<file path="src/rtl/et_pkg.sv">
`timescale 1ns/1ps
package et_pkg;
  localparam int ET_DW = 32;
  localparam int ET_AW = 8;
  localparam logic [ET_DW-1:0] ET_ID_WORD   = 32'h8086_A201;
  localparam logic [ET_DW-1:0] ET_PERIOD_FS = 32'd10_000_000;
  localparam logic [ET_DW-1:0] ET_CMP_RESET = '1;

  localparam logic [ET_AW-1:0] OFS_ID     = 8'h00;
  localparam logic [ET_AW-1:0] OFS_PERIOD = 8'h04;
  localparam logic [ET_AW-1:0] OFS_CFG    = 8'h10;
  localparam logic [ET_AW-1:0] OFS_STAT   = 8'h20;
  localparam logic [ET_AW-1:0] OFS_CMP0   = 8'h40;
  localparam logic [ET_AW-1:0] OFS_CNT    = 8'hF0;
  localparam int CMP_STRIDE = 8;

  typedef struct packed {
    logic leg;
    logic en;
  } cfg_t;

  function automatic logic [ET_AW-1:0] cmp_addr(input int idx);
    return ET_AW'(int'(OFS_CMP0) + idx * CMP_STRIDE);
  endfunction

  function automatic logic [ET_DW-1:0] cnt_next(input logic [ET_DW-1:0] cur,
                                                input logic run, input logic load,
                                                input logic [ET_DW-1:0] val);
    if (load) return val;
    if (run)  return cur + ET_DW'(1);
    return cur;
  endfunction

  function automatic logic sticky_w1c(input logic old, input logic set, input logic clr);
    return set | (old & ~clr);
  endfunction
endpackage

</file>
<file path="src/rtl/et_main_counter.sv">
`timescale 1ns/1ps
module et_main_counter #(
  parameter int W = et_pkg::ET_DW
) (
  input  logic         clk,
  input  logic         rst_n,
  input  logic         run,
  input  logic         load,
  input  logic [W-1:0] load_val,
  output logic [W-1:0] count
);
  always_ff @(posedge clk or negedge rst_n) begin
    if (!rst_n) count <= '0;
    else        count <= et_pkg::cnt_next(count, run, load, load_val);
  end
endmodule

</file>
<file path="src/rtl/et_cmp_unit.sv">
`timescale 1ns/1ps
module et_cmp_unit #(
  parameter int W = et_pkg::ET_DW
) (
  input  logic         clk,
  input  logic         rst_n,
  input  logic         run,
  input  logic [W-1:0] count,
  input  logic         wr,
  input  logic [W-1:0] wval,
  input  logic         clr,
  output logic [W-1:0] cmp_val,
  output logic         match,
  output logic         status
);
  assign match = run && (count == cmp_val);

  always_ff @(posedge clk or negedge rst_n) begin
    if (!rst_n) begin
      cmp_val <= et_pkg::ET_CMP_RESET;
      status  <= 1'b0;
    end else begin
      if (wr) cmp_val <= wval;
      status <= et_pkg::sticky_w1c(status, match, clr);
    end
  end
endmodule

</file>
<file path="src/rtl/et_irq_route.sv">
`timescale 1ns/1ps
module et_irq_route #(
  parameter int N = 3
) (
  input  logic         legacy,
  input  logic [N-1:0] match,
  input  logic         pit_in,
  input  logic         rtc_in,
  output logic [N-1:0] irq_out,
  output logic         pit_out,
  output logic         rtc_out
);
  for (genvar g = 0; g < N; g++) begin : g_line
    if (g < 2) begin : g_shared
      assign irq_out[g] = match[g] & ~legacy;
    end else begin : g_plain
      assign irq_out[g] = match[g];
    end
  end

  assign pit_out = legacy ? match[0] : pit_in;
  assign rtc_out = legacy ? match[1] : rtc_in;
endmodule

</file>
<file path="src/rtl/et_event_timer.sv">
`timescale 1ns/1ps
module et_event_timer #(
  parameter int NUM_TIMERS = 3
) (
  input  logic                  clk,
  input  logic                  rst_n,
  input  logic                  wr_en,
  input  logic                  rd_en,
  input  logic [7:0]            addr,
  input  logic [3:0]            be,
  input  logic [31:0]           wdata,
  output logic [31:0]           rdata,
  output logic [NUM_TIMERS-1:0] irq_out,
  input  logic                  pit_irq_in,
  input  logic                  rtc_irq_in,
  output logic                  pit_irq_out,
  output logic                  rtc_irq_out
);
  import et_pkg::*;
  localparam int DW = ET_DW;

  logic           acc_ok, wr_ok, rd_ok;
  logic           cfg_wr, cnt_load, stat_wr;
  cfg_t           cfg;
  logic [DW-1:0]  count;
  logic [NUM_TIMERS-1:0] cmp_wr, match_evt, status;
  logic [DW-1:0]  cmp_val [NUM_TIMERS];

  assign acc_ok   = (be == 4'hF);
  assign wr_ok    = wr_en && acc_ok;
  assign rd_ok    = rd_en && acc_ok;
  assign cfg_wr   = wr_ok && (addr == OFS_CFG);
  assign cnt_load = wr_ok && (addr == OFS_CNT);
  assign stat_wr  = wr_ok && (addr == OFS_STAT);

  always_ff @(posedge clk or negedge rst_n) begin
    if (!rst_n) cfg <= '0;
    else if (cfg_wr) cfg <= '{leg: wdata[1], en: wdata[0]};
  end

  et_main_counter #(.W(DW)) u_cnt (
    .clk(clk), .rst_n(rst_n), .run(cfg.en), .load(cnt_load),
    .load_val(wdata), .count(count)
  );

  for (genvar g = 0; g < NUM_TIMERS; g++) begin : g_tmr
    assign cmp_wr[g] = wr_ok && (addr == cmp_addr(g));
    et_cmp_unit #(.W(DW)) u_cmp (
      .clk(clk), .rst_n(rst_n), .run(cfg.en), .count(count),
      .wr(cmp_wr[g]), .wval(wdata), .clr(stat_wr && wdata[g]),
      .cmp_val(cmp_val[g]), .match(match_evt[g]), .status(status[g])
    );
  end

  et_irq_route #(.N(NUM_TIMERS)) u_route (
    .legacy(cfg.leg), .match(match_evt), .pit_in(pit_irq_in), .rtc_in(rtc_irq_in),
    .irq_out(irq_out), .pit_out(pit_irq_out), .rtc_out(rtc_irq_out)
  );

  always_comb begin
    rdata = '0;
    if (rd_ok) begin
      unique case (addr)
        OFS_ID:     rdata = ET_ID_WORD;
        OFS_PERIOD: rdata = ET_PERIOD_FS;
        OFS_CFG:    rdata = {30'd0, cfg.leg, cfg.en};
        OFS_STAT:   rdata = DW'(status);
        OFS_CNT:    rdata = count;
        default: begin
          for (int i = 0; i < NUM_TIMERS; i++)
            if (addr == cmp_addr(i)) rdata = cmp_val[i];
        end
      endcase
    end
  end
endmodule

</file>
<file path="config.mk">
export PLATFORM = sky130hd
export DESIGN_NAME = et_event_timer
export DESIGN_NICKNAME = d
export VERILOG_FILES = /design/src/rtl/et_pkg.sv /design/src/rtl/et_main_counter.sv /design/src/rtl/et_cmp_unit.sv /design/src/rtl/et_irq_route.sv /design/src/rtl/et_event_timer.sv
export SDC_FILE = /design/constraint.sdc
export NUM_CORES = 1
export LEC_CHECK = 0
export ABC_AREA = 0
export BUFFER_PORTS_ARGS = -buffer_cell sky130_fd_sc_hd__buf_2
export CAP_MARGIN = 25
export CORE_ASPECT_RATIO = 0.7
export CORE_MARGIN = 1
export CORE_UTILIZATION = 60
export CTS_BUF_LIST = sky130_fd_sc_hd__clkbuf_8 sky130_fd_sc_hd__clkbuf_16
export DETAILED_ROUTE_END_ITERATION = 7
export PLACE_DENSITY = 0.88
export SLEW_MARGIN = 20
export SYNTH_ARGS = -nofsm -noshare
export SYNTH_HDL_FRONTEND = slang
export SYNTH_SLANG_ARGS = --single-unit
export TNS_END_PERCENT = 10
</file>
<file path="constraint.sdc">
create_clock -name clk -period 3.7 [get_ports clk]
set_input_delay 1.11 -clock clk [delete_from_list [all_inputs] [get_ports clk]]
set_output_delay 1.11 -clock clk [all_outputs]
set_load 0.02 [all_outputs]
</file>
==> flow_summary.json <==
{
  "route.detailed.drc": 0,
  "slew_viol_final": 0,
  "dp_hpwl_um": 17400,
  "ys_seq_elements": 133,
  "tightest_slew_ns": 1.00,
  "fmax_mhz": 261,
  "cts_buffers": 17,
  "crit_path_end_kind": "output pin",
  "finalCritPeriodShare_pct": 103,
  "clkLatencyLatePin_ns": 0.43,
  "vias": 7161,
  "grt-ovfl-total": 0,
  "relSlewSlack_pct": 32.5,
  "grt_pass1_wl_um": 40400,
  "setup_viol": 31,
  "vdd_drop_max_mv": 0.388,
  "crit_family": "buffers and inverters",
  "finalClockSkew_ns": 0.00683,
  "nNetsFinal": 910,
  "avgSynthCellArea_um2": 10.3,
  "ys_warn_count": 0,
  "worstSetupPathType": "in -> out",
  "antenna_found_initial": 1,
  "synth-async-reset-ratio_pct": 100,
  "area_growth_pct": 19.9,
  "die-area_um2": 14000,
  "hold_path.class": "reg -> reg",
  "synth_nets": 836,
  "critPathBufInv": 5,
  "drive_above_1_share_pct": 44.0,
  "crit_chain": "buf_2 -> buf_4 -> nor4_4 -> buf_4 -> buf_4 -> a22o_1 -> a222oi_1 -> nor2_1 -> buf_2",
  "wl_per_cell_um": 25.2,
  "drt_first_pass_iters": 8,
  "total_power_mw": 4.26,
  "clk_pin_slew_ns": 0.06,
  "postLayoutCoreUtil_pct": 73.8,
  "synthCells": 785,
  "start_util_pct": 61.5,
  "grt_start_max_net_pins": 65,
  "hold_buffers": 0,
  "core_area_um2": 13100,
  "cp.required_ns": 2.59,
  "finalHoldWorstSlack_ns": 0.507,
  "vias_per_cell": 6.90,
  "finalCriticalPeriod_ns": 3.83,
  "io_pins": 87,
  "r2r_cells": 5,
  "htreeDepth": 4,
  "clkSinkCount": 133,
  "diodes": 0,
  "crit_cells": 9,
  "dpl_cell_area_um2": 8870,
  "grt_pass1_vias": 6896,
  "gp_congestion": 1.03,
  "syn_area_um2": 8090,
  "powerDensity_nw_per_um2": 439,
  "crit_path_max_fanout": 12,
  "slowest_delay_ns": 0.29,
  "cts_root_buf": "clkbuf_16",
  "power.leakage_nw": 3.92,
  "port_buffers": 86,
  "die_y_um": 99.1,
  "rsz0062_at_grt": "true",
  "synth_edf_count": 0,
  "holdPathStages": 2,
  "rows": 35,
  "grt_usage_pct": 39.0,
  "synth_cell_types": 49,
  "cts_tree": "done",
  "synth_ff_type": "dfstp_2",
  "cp.arrival_ns": 2.72,
  "fp.dieW_um": 141,
  "crit_path_frequent_cell": "buf_4",
  "ant_nets": 0,
  "cp-start-kind": "input pin",
  "slowest_stage": "nor4_4",
  "worst_slack_ns": -0.129,
  "final_area_um2": 9700,
  "drv_cap": 0,
  "finalHoldViolations": 0,
  "yosysSeqAreaShare_pct": 42.6,
  "first_iter_violations": 1166,
  "outcome": "finished, violations left",
  "cts.path.max_buffers": 2,
  "violations": "negative setup slack",
  "drt-total-wl_um": 26200,
  "pre_cts_ws_ns": -0.166
}
-- metal layers --
metal / part of all wire (%) / up-vias / GRT usage, %
li1: - / 2967 / -
met4: 4.3 / 0 / 17.3
met2: 42 / 618 / 55.6
met1: 39 / 3448 / 53.5
met5: 0 / - / 0
met3: 14 / 128 / 14.1
-- power by group --
| group | total [mW] | switching (mW) | internal (mW) | leakage [nW] |
|---|---|---|---|---|
| combinational | 0.721 | 0.423 | 0.298 | 2.15 |
| clock | 1.83 | 0.702 | 1.13 | 0.301 |
| sequential | 1.70 | 0.178 | 1.52 | 1.46 |
-- flip-flops by register name, indices dropped and copies added (netlist names) --
signal and count:
g_tmr.u_cmp.status 3, g_tmr.u_cmp.cmp_val 96, u_cnt.count 32, cfg 2
-- cell families after synthesis --
kind of cell,after synthesis,synth area share (%)
simple gates,209,13.8
flops,133,42.6
compound gates,132,11.3
xor+xnor,123,13.3
mux,101,14.0
buf+inv,86,4.75
fa+ha+maj,1,0.155
-- worst min-delay path: stages, from the launching register on --
cell and delay [ns]:
dfstp_2 0.38, nand2_1 0.05, o21ai_0 0.07
-- what timing repair did --
item | CTS | global route
hold endpoints to repair | 0 | 0
gates cloned | 1 | 0
buffers inserted | 5 | 0
resized for setup | 26 | 14
pin swaps | 10 | 6
endpoints found under the setup margin | 32 | 37
-- cell usage after synthesis (2+ instances only) --
cell | number | area, um2
a211oi_1 | 3 | 22.5
a21oi_1 | 37 | 185
a221oi_1 | 2 | 17.5
a222oi_1 | 19 | 190
a22o_1 | 23 | 201
a22oi_1 | 13 | 97.6
a31oi_1 | 10 | 62.6
and2_1 | 3 | 18.8
and3_1 | 6 | 37.5
and4_1 | 7 | 61.3
buf_2 | 28 | 140
buf_4 | 3 | 22.5
buf_6 | 2 | 22.5
clkbuf_1 | 40 | 150
dfrtp_1 | 37 | 926
dfstp_2 | 96 | 2520
inv_1 | 12 | 45.0
mux2_1 | 6 | 67.6
mux2_2 | 91 | 1020
mux2i_1 | 4 | 40.0
nand2_1 | 42 | 158
nand3_1 | 18 | 90.1
nand3_2 | 2 | 20.0
nand4_1 | 32 | 200
nor2_1 | 62 | 233
nor2b_1 | 2 | 12.5
nor3_1 | 10 | 50.1
nor3b_1 | 2 | 15.0
nor4_1 | 10 | 62.6
nor4b_4 | 2 | 47.6
o21ai_0 | 21 | 105
or4_1 | 2 | 15.0
xnor2_1 | 86 | 753
xor2_1 | 37 | 324
-- stage by stage --
| step | instances | TNS, ns |
|---|---|---|
| 3_3_place_gp | 1002 | -1.08 |
| 6_report | 1038 | -2.08 |
| 3_5_place_dp | 1002 | -1.42 |
| 2_1_floorplan | 785 | -1.15 |
| 4_1_cts | 1038 | -0.992 |
| 5_1_grt | 1038 | -3.24 |
-- cells in the final DEF (no fill, tap or decap), types with 4 or more instances in the layout --
master     netlist  layout
clkbuf_16        0      17
and3_1           6       6
nand2_1         42      38
buf_4            3      52
nor2_1          62      60
dfstp_2         96      96
xnor2_1         86      81
and4_1           7       7
xnor2_2          0       5
buf_2           28      65
inv_1           12      13
mux2_2          91      91
dfrtp_1         37      36
nor3_1          10       9
o21ai_0         21      21
mux2i_1          4       4
a31oi_2          0       9
a222oi_1        19      19
nor4_1          10       9
clkinv_4         0       5
nand4_1         32      32
bufinv_16        0       4
nand3_1         18      17
buf_12           0       8
a22oi_1         13      12
a21oi_1         37      37
mux2_1           6       6
a22o_1          23      23
xor2_1          37      37
nand2_2          0       4
-- worst paths after layout --
path / from / to / slack (ns)
max in group asynchronous: rst_n / g_tmr[1].u_cmp.cmp_val[27] / 2.06
max reg2reg: u_cnt.count[5] / u_cnt.count[31] / 1.16
min in group asynchronous: rst_n / u_cnt.count[6] / 0.77
max: addr[1] / rdata[29] / -0.13
min: g_tmr[2].u_cmp.cmp_val[1] / g_tmr[2].u_cmp.cmp_val[1] / 0.51
min reg2reg: g_tmr[2].u_cmp.cmp_val[1] / g_tmr[2].u_cmp.cmp_val[1] / 0.51
-- cell type report --
class                   instances  area [um2]
repair buffers                129         946
flip-flops and latches        133        3450
fillers                       856        3440
inverters                      12        45.0
clock inverters                15         208
multi-input cells             566        4420
clock buffers                  17         425
well taps                     166         208
Note: power is estimated with default switching activity, not from simulation.
